===== src/rtl/tapbr_pkg.sv =====
package tapbr_pkg;

    localparam int DATA_W      = 32;
    localparam int ADDR_W      = 4;
    localparam int NUM_REGS    = 1 << ADDR_W;
    localparam int RD_FRAME_W  = ADDR_W + 2;
    localparam int WR_FRAME_W  = DATA_W + ADDR_W + 2;
    localparam int FLAG_BIT    = DATA_W + ADDR_W;
    localparam int PAR_BIT     = FLAG_BIT + 1;

    localparam int MID_FIRST   = 1;
    localparam int MID_COUNT   = 8;
    localparam int TAIL_FIRST  = MID_FIRST + MID_COUNT;
    localparam int TAIL_COUNT  = 3;
    localparam int JOB_ADDR    = TAIL_FIRST + TAIL_COUNT - 1;
    localparam int CLKCTL_ADDR = 13;
    localparam int RESULT_ADDR = 14;

    typedef logic [DATA_W-1:0] word_t;
    typedef logic [ADDR_W-1:0] addr_t;

    typedef struct packed {
        logic  valid;
        logic  write;
        addr_t addr;
        word_t data;
    } cmd_t;

    // True for addresses backed by a writable storage register.
    function automatic logic is_storage(input int a);
        return ((a >= MID_FIRST) && (a < TAIL_FIRST + TAIL_COUNT)) || (a == CLKCTL_ADDR);
    endfunction

endpackage


===== src/rtl/tapbr_shift.sv =====
module tapbr_shift
    import tapbr_pkg::*;
(
    input  logic  clk,
    input  logic  rst,
    input  logic  sel_i,
    input  logic  capture_i,
    input  logic  shift_i,
    input  logic  update_i,
    input  logic  tdi_i,
    input  word_t load_i,
    output logic  tdo_o,
    output cmd_t  cmd_o
);

    localparam int CNT_W = $clog2(WR_FRAME_W + 2);
    localparam logic [CNT_W-1:0] CNT_MAX = '1;
    localparam logic [CNT_W-1:0] RD_LEN  = CNT_W'(RD_FRAME_W);
    localparam logic [CNT_W-1:0] WR_LEN  = CNT_W'(WR_FRAME_W);

    logic [WR_FRAME_W-1:0] sr_q;
    logic [CNT_W-1:0]      cnt_q;
    logic                  short_ok;
    logic                  long_ok;

    // Bits enter at the top and move down, so after a full-length
    // frame bit 0 of the frame sits at sr_q[0]; after a short frame
    // its six bits sit at the top, where the long frame keeps its
    // address, flag and parity.
    always_ff @(posedge clk) begin
        if (rst) begin
            sr_q  <= '0;
            cnt_q <= '0;
        end else if (sel_i) begin
            if (capture_i) begin
                sr_q  <= {{(WR_FRAME_W-DATA_W){1'b0}}, load_i};
                cnt_q <= '0;
            end else if (shift_i) begin
                sr_q  <= {tdi_i, sr_q[WR_FRAME_W-1:1]};
                cnt_q <= (cnt_q == CNT_MAX) ? cnt_q : cnt_q + 1'b1;
            end
        end
    end

    always_comb begin
        short_ok = (cnt_q == RD_LEN) && !sr_q[FLAG_BIT]
                   && (^sr_q[PAR_BIT -: RD_FRAME_W]);
        long_ok  = (cnt_q == WR_LEN) && sr_q[FLAG_BIT] && (^sr_q);
        cmd_o.valid = sel_i && update_i && (short_ok || long_ok);
        cmd_o.write = long_ok;
        cmd_o.addr  = sr_q[FLAG_BIT-1 -: ADDR_W];
        cmd_o.data  = sr_q[DATA_W-1:0];
    end

    assign tdo_o = sr_q[0];

    // each shift moves the next bit onto the serial output.
    a_r2_tdo_advance: assert property (@(posedge clk) disable iff (rst)
        (sel_i && shift_i && !capture_i) |=> (tdo_o == $past(sr_q[1])));

endmodule


===== src/rtl/tapbr_fifo.sv =====
module tapbr_fifo
    import tapbr_pkg::*;
#(
    parameter int DEPTH = 16
) (
    input  logic  clk,
    input  logic  rst,
    input  logic  push_i,
    input  word_t data_i,
    input  logic  pop_i,
    output word_t head_o,
    output logic  empty_o,
    output logic  ovf_o
);

    localparam int AW = (DEPTH > 1) ? $clog2(DEPTH) : 1;
    localparam int CW = $clog2(DEPTH + 1);
    localparam logic [CW-1:0] FULL_CNT = CW'(DEPTH);
    localparam logic [AW-1:0] LAST_PTR = AW'(DEPTH - 1);

    word_t         mem [DEPTH];
    logic [AW-1:0] wr_ptr_q;
    logic [AW-1:0] rd_ptr_q;
    logic [CW-1:0] count_q;
    logic          pop_do;
    logic          push_do;

    assign empty_o = (count_q == '0);
    assign head_o  = mem[rd_ptr_q];
    assign pop_do  = pop_i && !empty_o;
    // A pop in the same cycle frees the slot the push needs.
    assign push_do = push_i && ((count_q != FULL_CNT) || pop_do);

    always_ff @(posedge clk) begin
        if (push_do) begin
            mem[wr_ptr_q] <= data_i;
        end
    end

    always_ff @(posedge clk) begin
        if (rst) begin
            wr_ptr_q <= '0;
            rd_ptr_q <= '0;
            count_q  <= '0;
            ovf_o    <= 1'b0;
        end else begin
            if (push_do) begin
                wr_ptr_q <= (wr_ptr_q == LAST_PTR) ? '0 : wr_ptr_q + 1'b1;
            end
            if (pop_do) begin
                rd_ptr_q <= (rd_ptr_q == LAST_PTR) ? '0 : rd_ptr_q + 1'b1;
            end
            case ({push_do, pop_do})
                2'b10:   count_q <= count_q + 1'b1;
                2'b01:   count_q <= count_q - 1'b1;
                default: count_q <= count_q;
            endcase
            if (push_i && !push_do) begin
                ovf_o <= 1'b1;
            end
        end
    end

    // occupancy never exceeds the depth.
    a_r9_count_bound: assert property (@(posedge clk) disable iff (rst)
        count_q <= FULL_CNT);

    // the overflow flag only clears through reset.
    a_r9_ovf_sticky: assert property (@(posedge clk) disable iff (rst)
        ovf_o |=> ovf_o);

    // simultaneous push and pop on a full queue keeps it full, no overflow.
    a_r10_full_swap: assert property (@(posedge clk) disable iff (rst)
        (count_q == FULL_CNT && push_i && pop_i && !ovf_o) |=> (count_q == FULL_CNT && !ovf_o));

    // popping an empty queue leaves it empty.
    a_r8_empty_pop: assert property (@(posedge clk) disable iff (rst)
        (empty_o && pop_i && !push_i) |=> empty_o);

endmodule


===== src/rtl/tapbr_regs.sv =====
module tapbr_regs
    import tapbr_pkg::*;
#(
    parameter word_t CLK_RESET = 32'd200
) (
    input  logic                          clk,
    input  logic                          rst,
    input  cmd_t                          cmd_i,
    input  word_t                         fifo_head_i,
    input  logic                          fifo_empty_i,
    output logic                          pop_o,
    output word_t                         rd_hold_o,
    output logic [MID_COUNT*DATA_W-1:0]   midstate_o,
    output logic [TAIL_COUNT*DATA_W-1:0]  tail_o,
    output word_t                         clk_ctrl_o,
    output logic                          job_start_o
);

    word_t regs [NUM_REGS];
    logic  rd_req;
    word_t rd_value;

    for (genvar g = 0; g < NUM_REGS; g++) begin : g_reg
        if (is_storage(g)) begin : g_store
            word_t q;
            logic  we;
            assign we = cmd_i.valid && cmd_i.write && (cmd_i.addr == ADDR_W'(g));
            always_ff @(posedge clk) begin
                if (rst) begin
                    q <= (g == CLKCTL_ADDR) ? CLK_RESET : '0;
                end else if (we) begin
                    q <= cmd_i.data;
                end
            end
            assign regs[g] = q;
        end else begin : g_void
            assign regs[g] = '0;
        end
    end

    for (genvar k = 0; k < MID_COUNT; k++) begin : g_mid
        assign midstate_o[k*DATA_W +: DATA_W] = regs[MID_FIRST + k];
    end

    for (genvar k = 0; k < TAIL_COUNT; k++) begin : g_tail
        assign tail_o[k*DATA_W +: DATA_W] = regs[TAIL_FIRST + k];
    end

    assign clk_ctrl_o = regs[CLKCTL_ADDR];

    assign rd_req = cmd_i.valid && !cmd_i.write;
    assign pop_o  = rd_req && (cmd_i.addr == ADDR_W'(RESULT_ADDR));

    always_comb begin
        if (cmd_i.addr == ADDR_W'(RESULT_ADDR)) begin
            rd_value = fifo_empty_i ? '1 : fifo_head_i;
        end else begin
            rd_value = regs[cmd_i.addr];
        end
    end

    always_ff @(posedge clk) begin
        if (rst) begin
            rd_hold_o   <= '0;
            job_start_o <= 1'b0;
        end else begin
            if (rd_req) begin
                rd_hold_o <= rd_value;
            end
            job_start_o <= cmd_i.valid && cmd_i.write
                           && (cmd_i.addr == ADDR_W'(JOB_ADDR));
        end
    end

    // the job start pulse lasts a single cycle.
    a_r11_job_single: assert property (@(posedge clk) disable iff (rst)
        job_start_o |=> !job_start_o);

    // the clock control word holds unless a write to it is accepted.
    a_r6_clk_hold: assert property (@(posedge clk) disable iff (rst)
        !(cmd_i.valid && cmd_i.write && cmd_i.addr == ADDR_W'(CLKCTL_ADDR))
        |=> $stable(clk_ctrl_o));

endmodule


===== src/rtl/tap_regbridge.sv =====
module tap_regbridge
    import tapbr_pkg::*;
#(
    parameter int    FIFO_DEPTH = 16,
    parameter word_t CLK_RESET  = 32'd200
) (
    input  logic                          clk,
    input  logic                          rst,
    input  logic                          tap_sel_i,
    input  logic                          tap_capture_i,
    input  logic                          tap_shift_i,
    input  logic                          tap_update_i,
    input  logic                          tap_tdi_i,
    output logic                          tap_tdo_o,
    input  logic                          nonce_valid_i,
    input  logic [DATA_W-1:0]             nonce_i,
    output logic [MID_COUNT*DATA_W-1:0]   midstate_o,
    output logic [TAIL_COUNT*DATA_W-1:0]  tail_o,
    output logic [DATA_W-1:0]             clk_ctrl_o,
    output logic                          job_start_o,
    output logic                          nonce_ovf_o
);

    cmd_t  cmd;
    word_t rd_hold;
    word_t fifo_head;
    logic  fifo_empty;
    logic  fifo_pop;

    tapbr_shift u_shift (
        .clk       (clk),
        .rst       (rst),
        .sel_i     (tap_sel_i),
        .capture_i (tap_capture_i),
        .shift_i   (tap_shift_i),
        .update_i  (tap_update_i),
        .tdi_i     (tap_tdi_i),
        .load_i    (rd_hold),
        .tdo_o     (tap_tdo_o),
        .cmd_o     (cmd)
    );

    tapbr_regs #(.CLK_RESET(CLK_RESET)) u_regs (
        .clk          (clk),
        .rst          (rst),
        .cmd_i        (cmd),
        .fifo_head_i  (fifo_head),
        .fifo_empty_i (fifo_empty),
        .pop_o        (fifo_pop),
        .rd_hold_o    (rd_hold),
        .midstate_o   (midstate_o),
        .tail_o       (tail_o),
        .clk_ctrl_o   (clk_ctrl_o),
        .job_start_o  (job_start_o)
    );

    tapbr_fifo #(.DEPTH(FIFO_DEPTH)) u_fifo (
        .clk     (clk),
        .rst     (rst),
        .push_i  (nonce_valid_i),
        .data_i  (nonce_i),
        .pop_i   (fifo_pop),
        .head_o  (fifo_head),
        .empty_o (fifo_empty),
        .ovf_o   (nonce_ovf_o)
    );

    // with the user instruction deselected no job can start.
    a_r5_desel_quiet: assert property (@(posedge clk) disable iff (rst)
        !tap_sel_i |=> !job_start_o);

endmodule


===== config.mk =====
export PLATFORM = sky130hd
export DESIGN_NAME = tap_regbridge
export DESIGN_NICKNAME = d
export VERILOG_FILES = /design/src/rtl/tapbr_pkg.sv /design/src/rtl/tapbr_shift.sv /design/src/rtl/tapbr_fifo.sv /design/src/rtl/tapbr_regs.sv /design/src/rtl/tap_regbridge.sv
export SDC_FILE = /design/constraint.sdc
export NUM_CORES = 1
export LEC_CHECK = 0
export BUFFER_PORTS_ARGS = -buffer_cell sky130_fd_sc_hd__buf_2
export CORE_UTILIZATION = 40
export DETAILED_ROUTE_END_ITERATION = 10
export GPL_ROUTABILITY_DRIVEN = 1
export GPL_TIMING_DRIVEN = 1
export PLACE_DENSITY = 0.62
export SYNTH_ARGS = -nofsm -noshare
export SYNTH_HDL_FRONTEND = slang
export SYNTH_HIERARCHICAL = 1
export SYNTH_SLANG_ARGS = --single-unit

===== constraint.sdc =====
create_clock -name clk -period 8.5 [get_ports clk]
set_input_delay 0.425 -clock clk [delete_from_list [all_inputs] [get_ports clk]]
set_output_delay 0.425 -clock clk [all_outputs]
set_load 0.01 [all_outputs]

* After elaboration in Yosys (flattened, before gate mapping)
Memory sizes are Yosys's and may differ from the RTL's. A register that Yosys moved wholly into a read port is not among the register bits. Cells that the tools add are included.
Word-level totals: bits in registers 475, logic and storage cells 104, bits of input ports 40, output and inout bits 387, memories kept 1, bits in writable memories 512
Cells by class: order comparisons 1, muxes and demuxes 17, reduce and logical (&&, ||, !) cells 37, add/subtract/negate cells 5, equal/unequal tests 22, bitwise gates (word level) 1
Memory list:
- u_fifo.mem | words 16, bits a word 32, read ports 1, clocked after Yosys merged registers in 1, wr ports 1, line tapbr_fifo.sv:21 | word_t mem [DEPTH];
Operators by type and width (count):
- binary-select mux 32 bit (select 4 bit) | 1
- 2-to-1 mux 32 bit | 4
- 2-to-1 mux 38 bit | 2
- parity 38 bit | 1
- equality test 4 bit, second input constant | 8
- logical AND 1 bit | 24
- 2-to-1 mux 6 bit | 3
- equality test 4 x 3 -> 1 bit, second input constant | 4
- 2-to-1 mux 4 bit | 4
- equality test 6 bit, second input constant | 2
- case mux 5 bit (2 select lines) | 1
- adder 4 x 1 -> 4 bit, second input constant | 2
- equality test 4 x 2 -> 1 bit, second input constant | 2
- adder 6 x 1 -> 6 bit, second input constant | 1
- equality test 6 x 3 -> 1 bit, second input constant | 1
- parity 6 bit | 1
- adder 5 x 1 -> 5 bit, second input constant | 1
- greater-or-equal comparator 5 bit, second input constant | 1
- logical NOT 5 bit | 1
- inequality test 5 bit, second input constant | 1
- inverter 4 -> 5 bit | 1
- subtractor 5 x 1 -> 5 bit, second input constant | 1
- equality test 4 x 1 -> 1 bit, second input constant | 1
- logical NOT 1 bit | 4
- other kinds (8) | 11

* Depth between registers and ports, before layout
Gate-level depths: netlist of the first run.
depth after elaboration 12, gate-level depth with buffers 19, mapped depth without buffers 17

* Modules after synthesis
The synthesis of the first run kept the hierarchy.
By module, submodules not included:
- tapbr_fifo | instances 1, seq. area each 15735.1 sq um, area each 20169.3 sq um, cells each 922
- tapbr_regs | instances 1, seq. area each 8348.0 sq um, area each 17842.1 sq um, cells each 2252
- tapbr_shift | instances 1, seq. area each 880.8 sq um, area each 2534.9 sq um, cells each 279

* Least setup slack after synthesis of the first run
Ideal clock, no wire load.
kind flip-flop to flip-flop, start register u_shift.sr_q[36], end memory u_fifo/mem[0][0] (netlist bit) (enable), stages on the path, launching flop included 16, data required time 8.039 ns, period minus slack after synthesis 5.795 ns, library setup time 0.461 ns, path slack 2.705 ns, arrival time 5.334 ns, path buffers 2, cell sequence dfxtp_1 > xnor2_1 > xnor2_1 > xnor2_1 > xnor3_1 > xnor2_1 > nand3_1 > a21oi_2 > nor2b_1 > clkbuf_1 > clkbuf_1 > and2_1 > nand2b_1 > o21a_1 > nand2_1 > nor3_1
RTL lines:
- start: declaration | line tapbr_shift.sv:21 | logic [WR_FRAME_W-1:0] sr_q;
- start signal: assignment | line tapbr_shift.sv:36 | sr_q <= {{(WR_FRAME_W-DATA_W){1'b0}}, load_i};
- start signal: assignment | line tapbr_shift.sv:39 | sr_q <= {tdi_i, sr_q[WR_FRAME_W-1:1]};
- end: declaration | line tapbr_fifo.sv:21

==> results of run 1 <==
==> where the power goes <==
part	internal (mW)	switching [mW]	total (mW)	leakage, nW
logic	0.0944	0.193	0.288	5.38
registers	5.06	0.0619	5.12	8.49
clock network	2.51	1.89	4.39	1.62
total	7.67	2.14	9.81	15.5
==> synth_stat cells (3+ instances only) <==
master / count / area [µm²]
buf_1: 13 / 48.80
a22oi_1: 70 / 525.5
xnor2_1: 32 / 280.3
o22ai_1: 34 / 212.7
nor2_1: 138 / 518.0
mux4_2: 128 / 2883
edfxtp_1: 512 / 15370
buf_2: 60 / 300.3
nor3_1: 46 / 230.2
o21a_1: 4 / 30.03
o221ai_1: 31 / 271.5
and3_1: 5 / 31.28
nor4_1: 31 / 193.9
ha_1: 10 / 125.1
nand3b_1: 3 / 22.52
nor2b_1: 7 / 43.79
buf_6: 4 / 45.04
clkbuf_1: 193 / 724.4
mux2i_1: 195 / 1952
a21oi_1: 394 / 1972
inv_1: 9 / 33.78
buf_4: 47 / 352.8
o21ai_0: 6 / 30.03
nand2_1: 827 / 3104
nor4_2: 5 / 62.56
dfxtp_1: 479 / 9589
o211ai_1: 4 / 30.03
a221oi_1: 30 / 262.8
a2111oi_2: 29 / 435.4
a211oi_1: 33 / 247.7
nand3_1: 11 / 55.05
or3_1: 3 / 18.77
nand2b_1: 12 / 75.07
xor2_1: 7 / 61.31
==> critical path, cell delays in order, from the launching register on <==
cell and delay, ns:
dfxtp_1 0.84, xor2_1 0.24, xnor2_1 0.42, xnor2_2 0.18, xnor3_1 0.34, xnor2_1 0.28, nand3_1 0.14, a21oi_2 0.34
nor2b_4 0.23, and2_1 0.32, nand2b_1 0.22, o21a_1 0.24, nand2_1 0.24, nor2_4 0.69, buf_4 0.40
==> layer usage <==
layer | track usage [%] | wire length, µm | vias up
li1 | - | - | 13059
met1 | 33.85 | 54920 | 14530
met2 | 39.41 | 61060 | 1336
met3 | 6.377 | 12200 | 260
met4 | 8.060 | 4137 | 10
met5 | 0 | 67 | -
==> path summary, 6_finish.rpt <==
path,end,depth (start not counted)
setup / recovery,u_fifo/mem[12][22]$_DFFE_PP_,14
setup reg to reg,u_fifo/mem[12][22]$_DFFE_PP_,14
hold / removal,u_shift/sr_q[37]$_SDFFE_PP0P_,3
hold reg to reg,u_regs/g_reg[1].g_store.q[29]$_SDFFE_PP0P_,2
==> through the flow <==
stage / total power, mW / hold WS (ns) / std cells
CTS: 9.864 / 0.06878 / 5161
global placement: 5.505 / 0.4547 / 4974
floorplan: 5.400 / 0.4720 / 3453
detailed placement: 5.510 / 0.4586 / 4974
finish: 9.806 / 0.08839 / 5163
global route: 10.09 / 0.08445 / 5161
==> state kept, by name, summed over array words and instances (netlist names), named ones only <==
name	count
u_fifo/rd_ptr_q	4
u_fifo/mem	512
u_shift/sr_q	38
u_regs/rd_hold_o	32
u_fifo/ovf_o	1
u_regs/job_start_o	1
u_shift/cnt_q	6
u_regs/g.g_store.q	352
u_fifo/count_q	5
u_fifo/wr_ptr_q	4
u_regs/clk_ctrl_o	32
==> area by class of cell <==
cell class              count  area share (%)
flip-flops and latches    991           53.29
multi-input cells        2134           30.49
clock buffers             150           6.312
repair buffers            482           5.495
well taps                1357           3.623
clock inverters            37          0.6968
inverters                  10         0.08010
diodes                      2         0.01068
==> logic make-up after synthesis <==
family                     Yosys count  synth area share, %
DFF                                991                61.57
buffers and inverters              328                3.740
adders and majority gates           11               0.3580
AOI/OAI and AO/OA                  650                10.26
xor gates and xnor gates            42               0.9782
muxes                              324                11.95
and+or+nand+nor                   1107                11.15
==> impl_metrics.env, run 1 <==
export IMPL_synth_edf_count=512
export IMPL_cts_resized=0
export IMPL_syn_avg_cell_area_um2=11.74
export IMPL_hp_class="primary input to flop"
export IMPL_die_h_um=320.4
export IMPL_post_dp_hpwl_mm=84.26
export IMPL_fill_cells=9076
export IMPL_dr_pass1_iters=6
export IMPL_layout_nets=3774
export IMPL_synth_ff_type="edfxtp_1"
export IMPL_final_util_pct=46.73
export IMPL_grt_max_degree=111
export IMPL_first_global_vias=27301
export IMPL_ff2ff_setup_slack_ns=3.01
export IMPL_final_cell_mix="825 x nand2_1, 512 x edfxtp_1, 476 x dfxtp_1, 425 x buf_2, 394 x a21oi_1"
export IMPL_hold_start="tap_tdi_i"
export IMPL_root_buffer="clkbuf_16"
export IMPL_grt_antenna_before_repair=8
export IMPL_fin_crit_sh_pct=64.62
export IMPL_synthCells=3453
export IMPL_cts_tree="yes"
export IMPL_postCtsSetupRepairBufs=0
export IMPL_clk_pin_slew_ns=0.06
export IMPL_p_leak_nw=15.49
export IMPL_ctsHoldBuffers=0
export IMPL_ys_seq_elements=991
export IMPL_fin_area_mm2=0.04686
export IMPL_final_common_cell="nand2_1"
export IMPL_grt_usage_pct=25.07
export IMPL_power_density_mw_per_mm2=209.3
export IMPL_synth_cell_types=64
export IMPL_critPathCaptureType="flop"
export IMPL_vias_per_cell=5.655
export IMPL_crit_reg2reg_launch="u_shift/sr_q[24]$_SDFFE_PP0P_"
export IMPL_place_ws_ns=3.108
export IMPL_final_setup_tns_ns=0
export IMPL_critical_path_startpoint_type="flop"
export IMPL_crit_type="flop to flop"
export IMPL_fp_dieW_um=320.4
export IMPL_synth_async_sr_flop_share_pct=0
export IMPL_ys_seq_area_share_pct=61.57
export IMPL_wire_per_inst_um=25.64
export IMPL_place_gp_congestion=0.8701
export IMPL_worst_slew_pin_slew_ns=1.237
export IMPL_fin_crit_ns=5.493
export IMPL_synth_area_mm2=0.04055
export IMPL_maxSlewViolCount=0
export IMPL_crit_arrival_ns=5.84
export IMPL_start_util_pct=40.43
export IMPL_critPathMaxFanout=17
export IMPL_crit_required_ns=8.84
export IMPL_drtIter0Drc=3138
export IMPL_io_pins=427
export IMPL_clk_path_buf_depth=3
export IMPL_critPathLaunch="u_shift/sr_q[24]$_SDFFE_PP0P_"
export IMPL_skew_ns=0.04024
export IMPL_vias=29195
export IMPL_io_buffer_count=426
export IMPL_ant_nets=0
export IMPL_die_area_mm2=0.1026
export IMPL_finalSetupViolCount=0
export IMPL_core_area_mm2=0.1003
export IMPL_ys_warn_count=6
export IMPL_slew_headroom_pct=17.52
export IMPL_cts_sinks=991
export IMPL_area_delta_synth_final_pct=15.58
export IMPL_hold_viol=0
export IMPL_drc=0
export IMPL_overflow=0
export IMPL_synth_net_count=3504
export IMPL_place_area_mm2=0.04357
export IMPL_insertion_delay_ns=0.69
export IMPL_layout_setup_ws_ns=3.007
export IMPL_grt_pass1_wl_mm=190.0
export IMPL_max_cap_viol_count=0
export IMPL_routed_wl_mm=132.4
export IMPL_layout_drive_gt1_share_pct=22.27
export IMPL_status="finished clean"
export IMPL_rows=116
export IMPL_multi_input_area_mm2=0.01429
export IMPL_fmax_ghz=0.1821
export IMPL_cts_buffers=104
export IMPL_h_tree_depth=3
export IMPL_ir_drop_mv=0.1398
export IMPL_rsz0062_at_grt="no"
export IMPL_seq_area_mm2=0.02498
(Power assumes the default switching activity.)
==> inputs of run 2 (changes only) <==
- clock period: 8.5 -> 5.5 ns (I/O delays scaled with it)
==> impl_metrics.env, run 2 (synthesized netlist as in run 1, its figures left out) <==
export IMPL_status="finished clean"
export IMPL_max_cap_viol_count=0
export IMPL_power_density_mw_per_mm2=326.3
export IMPL_area_delta_synth_final_pct=17.89
export IMPL_min_to="u_fifo/mem[8][1]$_DFFE_PP_"
export IMPL_insertion_delay_ns=0.69
export IMPL_ant_nets=0
export IMPL_critPathMaxFanout=32
export IMPL_rows=116
export IMPL_finalSetupViolCount=0
export IMPL_critPathCaptureType="flop"
export IMPL_ctsHoldBuffers=22
export IMPL_crit_type="flop to flop"
export IMPL_postCtsSetupRepairBufs=0
export IMPL_skew_ns=0.02825
export IMPL_h_tree_depth=3
export IMPL_io_pins=427
export IMPL_layout_nets=3843
export IMPL_hp_class="primary input to flop"
export IMPL_grt_antenna_before_repair=5
export IMPL_worst_hold_slack_ns=0.04036
export IMPL_vias=29543
export IMPL_layout_drive_gt1_share_pct=23.10
export IMPL_hold_start="nonce_i[1]"
export IMPL_clk_path_buf_depth=3
export IMPL_root_buffer="clkbuf_16"
export IMPL_final_cell_mix="827 x nand2_1, 512 x edfxtp_1, 476 x dfxtp_1, 425 x buf_2, 394 x a21oi_1"
export IMPL_overflow=0
export IMPL_cts_tree="yes"
export IMPL_first_global_vias=27773
export IMPL_core_area_mm2=0.1003
export IMPL_grt_usage_pct=25.34
export IMPL_grt_pass1_wl_mm=192.8
export IMPL_fin_crit_sh_pct=87.88
export IMPL_crit_arrival_ns=5.11
export IMPL_post_dp_hpwl_mm=88.66
export IMPL_slew_headroom_pct=12.91
export IMPL_timing_rr_end="u_fifo/mem[11][4]$_DFFE_PP_"
export IMPL_ff2ff_setup_slack_ns=0.67
export IMPL_fp_dieW_um=320.4
export IMPL_fmax_ghz=0.2069
export IMPL_regMostFlops="u_fifo/mem"
export IMPL_die_h_um=320.4
export IMPL_cts_sinks=991
export IMPL_crit_required_ns=5.78
export IMPL_maxSlewViolCount=0
export IMPL_whs_path_depth=1
export IMPL_rsz0062_at_grt="no"
export IMPL_drtIter0Drc=3174
export IMPL_hold_viol=0
export IMPL_final_common_cell="nand2_1"
export IMPL_clk_pin_slew_ns=0.06
export IMPL_io_buffer_count=426
export IMPL_drc=0
export IMPL_routed_wl_mm=133.7
export IMPL_cts_resized=0
export IMPL_grt_max_degree=209
export IMPL_vias_per_cell=5.641
export IMPL_ir_drop_mv=0.3449
export IMPL_worst_slew_pin_slew_ns=1.306
export IMPL_largest_register_ffs=512
export IMPL_wire_per_inst_um=25.53
export IMPL_critical_path_startpoint_type="flop"
export IMPL_start_util_pct=40.43
export IMPL_p_leak_nw=15.95
export IMPL_crit_reg2reg_launch="u_shift/sr_q[35]$_SDFFE_PP0P_"
export IMPL_die_area_mm2=0.1026
export IMPL_fin_crit_ns=4.833
export IMPL_r2r_cells=12
export IMPL_cts_buffers=102
export IMPL_dr_pass1_iters=6
export IMPL_largest_registers="u_fifo/mem: 512 flops, u_regs/g.g_store.q: 352 flops, u_shift/sr_q: 38 flops"
export IMPL_final_util_pct=47.66
export IMPL_place_gp_congestion=0.8890
## run 2: cell types whose count changed in the layout (fill, tap and decap cells not counted), sizes merged
cell	delta
diode	-1
bufinv	+9
clkbuf	-7
buf	+49
inv	+2
dlygate4sd3	+22
## run 2: power by group
group	internal (mW)	switching (mW)	total, mW
registers	7.82	0.0312	7.85
logic	0.175	0.393	0.568
clock network	4.23	2.95	7.17
total	12.2	3.37	15.6
## run 2: layout make-up
| type | count | area (µm²) |
|---|---|---|
| Multi-Input combinational cell | 2134 | 14290 |
| Sequential cell | 991 | 24980 |
| Antenna cell | 1 | 2.502 |
| Fill cell | 9010 | 52490 |
| Inverter | 10 | 37.54 |
| Clock inverter | 48 | 600.6 |
| Timing Repair Buffer | 553 | 3313 |
| Tap cell | 1357 | 1698 |
| Clock buffer | 143 | 2879 |
## run 2: critical path, cell delays in order (launching register included)
cell      delay [ns]
dfxtp_1         0.79
xnor2_1         0.18
xnor2_1         0.22
xnor2_1         0.17
xnor3_1         0.44
xnor2_1         0.17
nand3_1         0.11
a21oi_2         0.28
nor2b_2         0.20
and2_1          0.31
nand2b_1        0.26
o211ai_1        0.27
nor2_4          1.00
## run 2: per-stage QoR
step           setup WS, ns  setup TNS [ns]  instances  total power [mW]  cell area [µm²]
2_1_floorplan       -0.1259          -8.056       3453             8.345            40570
3_3_place_gp         0.7615               0       5023             8.557            44100
3_5_place_dp         0.6892               0       5023             8.560            44100
4_1_cts              0.6408               0       5236             15.69            47800
5_1_grt              0.4089               0       5236             16.01            47800
6_report             0.6667               0       5237             15.60            47800
## run 2: worst max-delay path by stage
| stage | start | to | slack [ns] | cells past startpoint |
|---|---|---|---|---|
| final | u_shift/sr_q[35]$_SDFFE_PP0P_ | u_fifo/mem[11][4]$_DFFE_PP_ | 0.67 | 12 |
| after global routing | u_shift/sr_q[34]$_SDFFE_PP0P_ | u_fifo/mem[11][4]$_DFFE_PP_ | 0.41 | 12 |
| after CTS | u_shift/sr_q[35]$_SDFFE_PP0P_ | u_fifo/mem[11][5]$_DFFE_PP_ | 0.64 | 12 |
| after detailed placement | u_shift/sr_q[35]$_SDFFE_PP0P_ | u_fifo/mem[11][2]$_DFFE_PP_ | 0.69 | 12 |
| after global placement | u_shift/sr_q[35]$_SDFFE_PP0P_ | u_fifo/mem[4][7]$_DFFE_PP_ | 0.76 | 14 |
| after floorplan | u_shift/sr_q[36]$_SDFFE_PP0P_ | u_fifo/mem[15][0]$_DFFE_PP_ | -0.13 | 14 |
## run 2: routing by layer
layer  global-route usage [%]  up-vias  share of wire, %
li1                         -    13168                 -
met1                    33.33    14764                40
met2                    41.53     1377                48
met3                    5.834      226               8.7
met4                    7.783        8               3.0
met5                        0        -             0.035
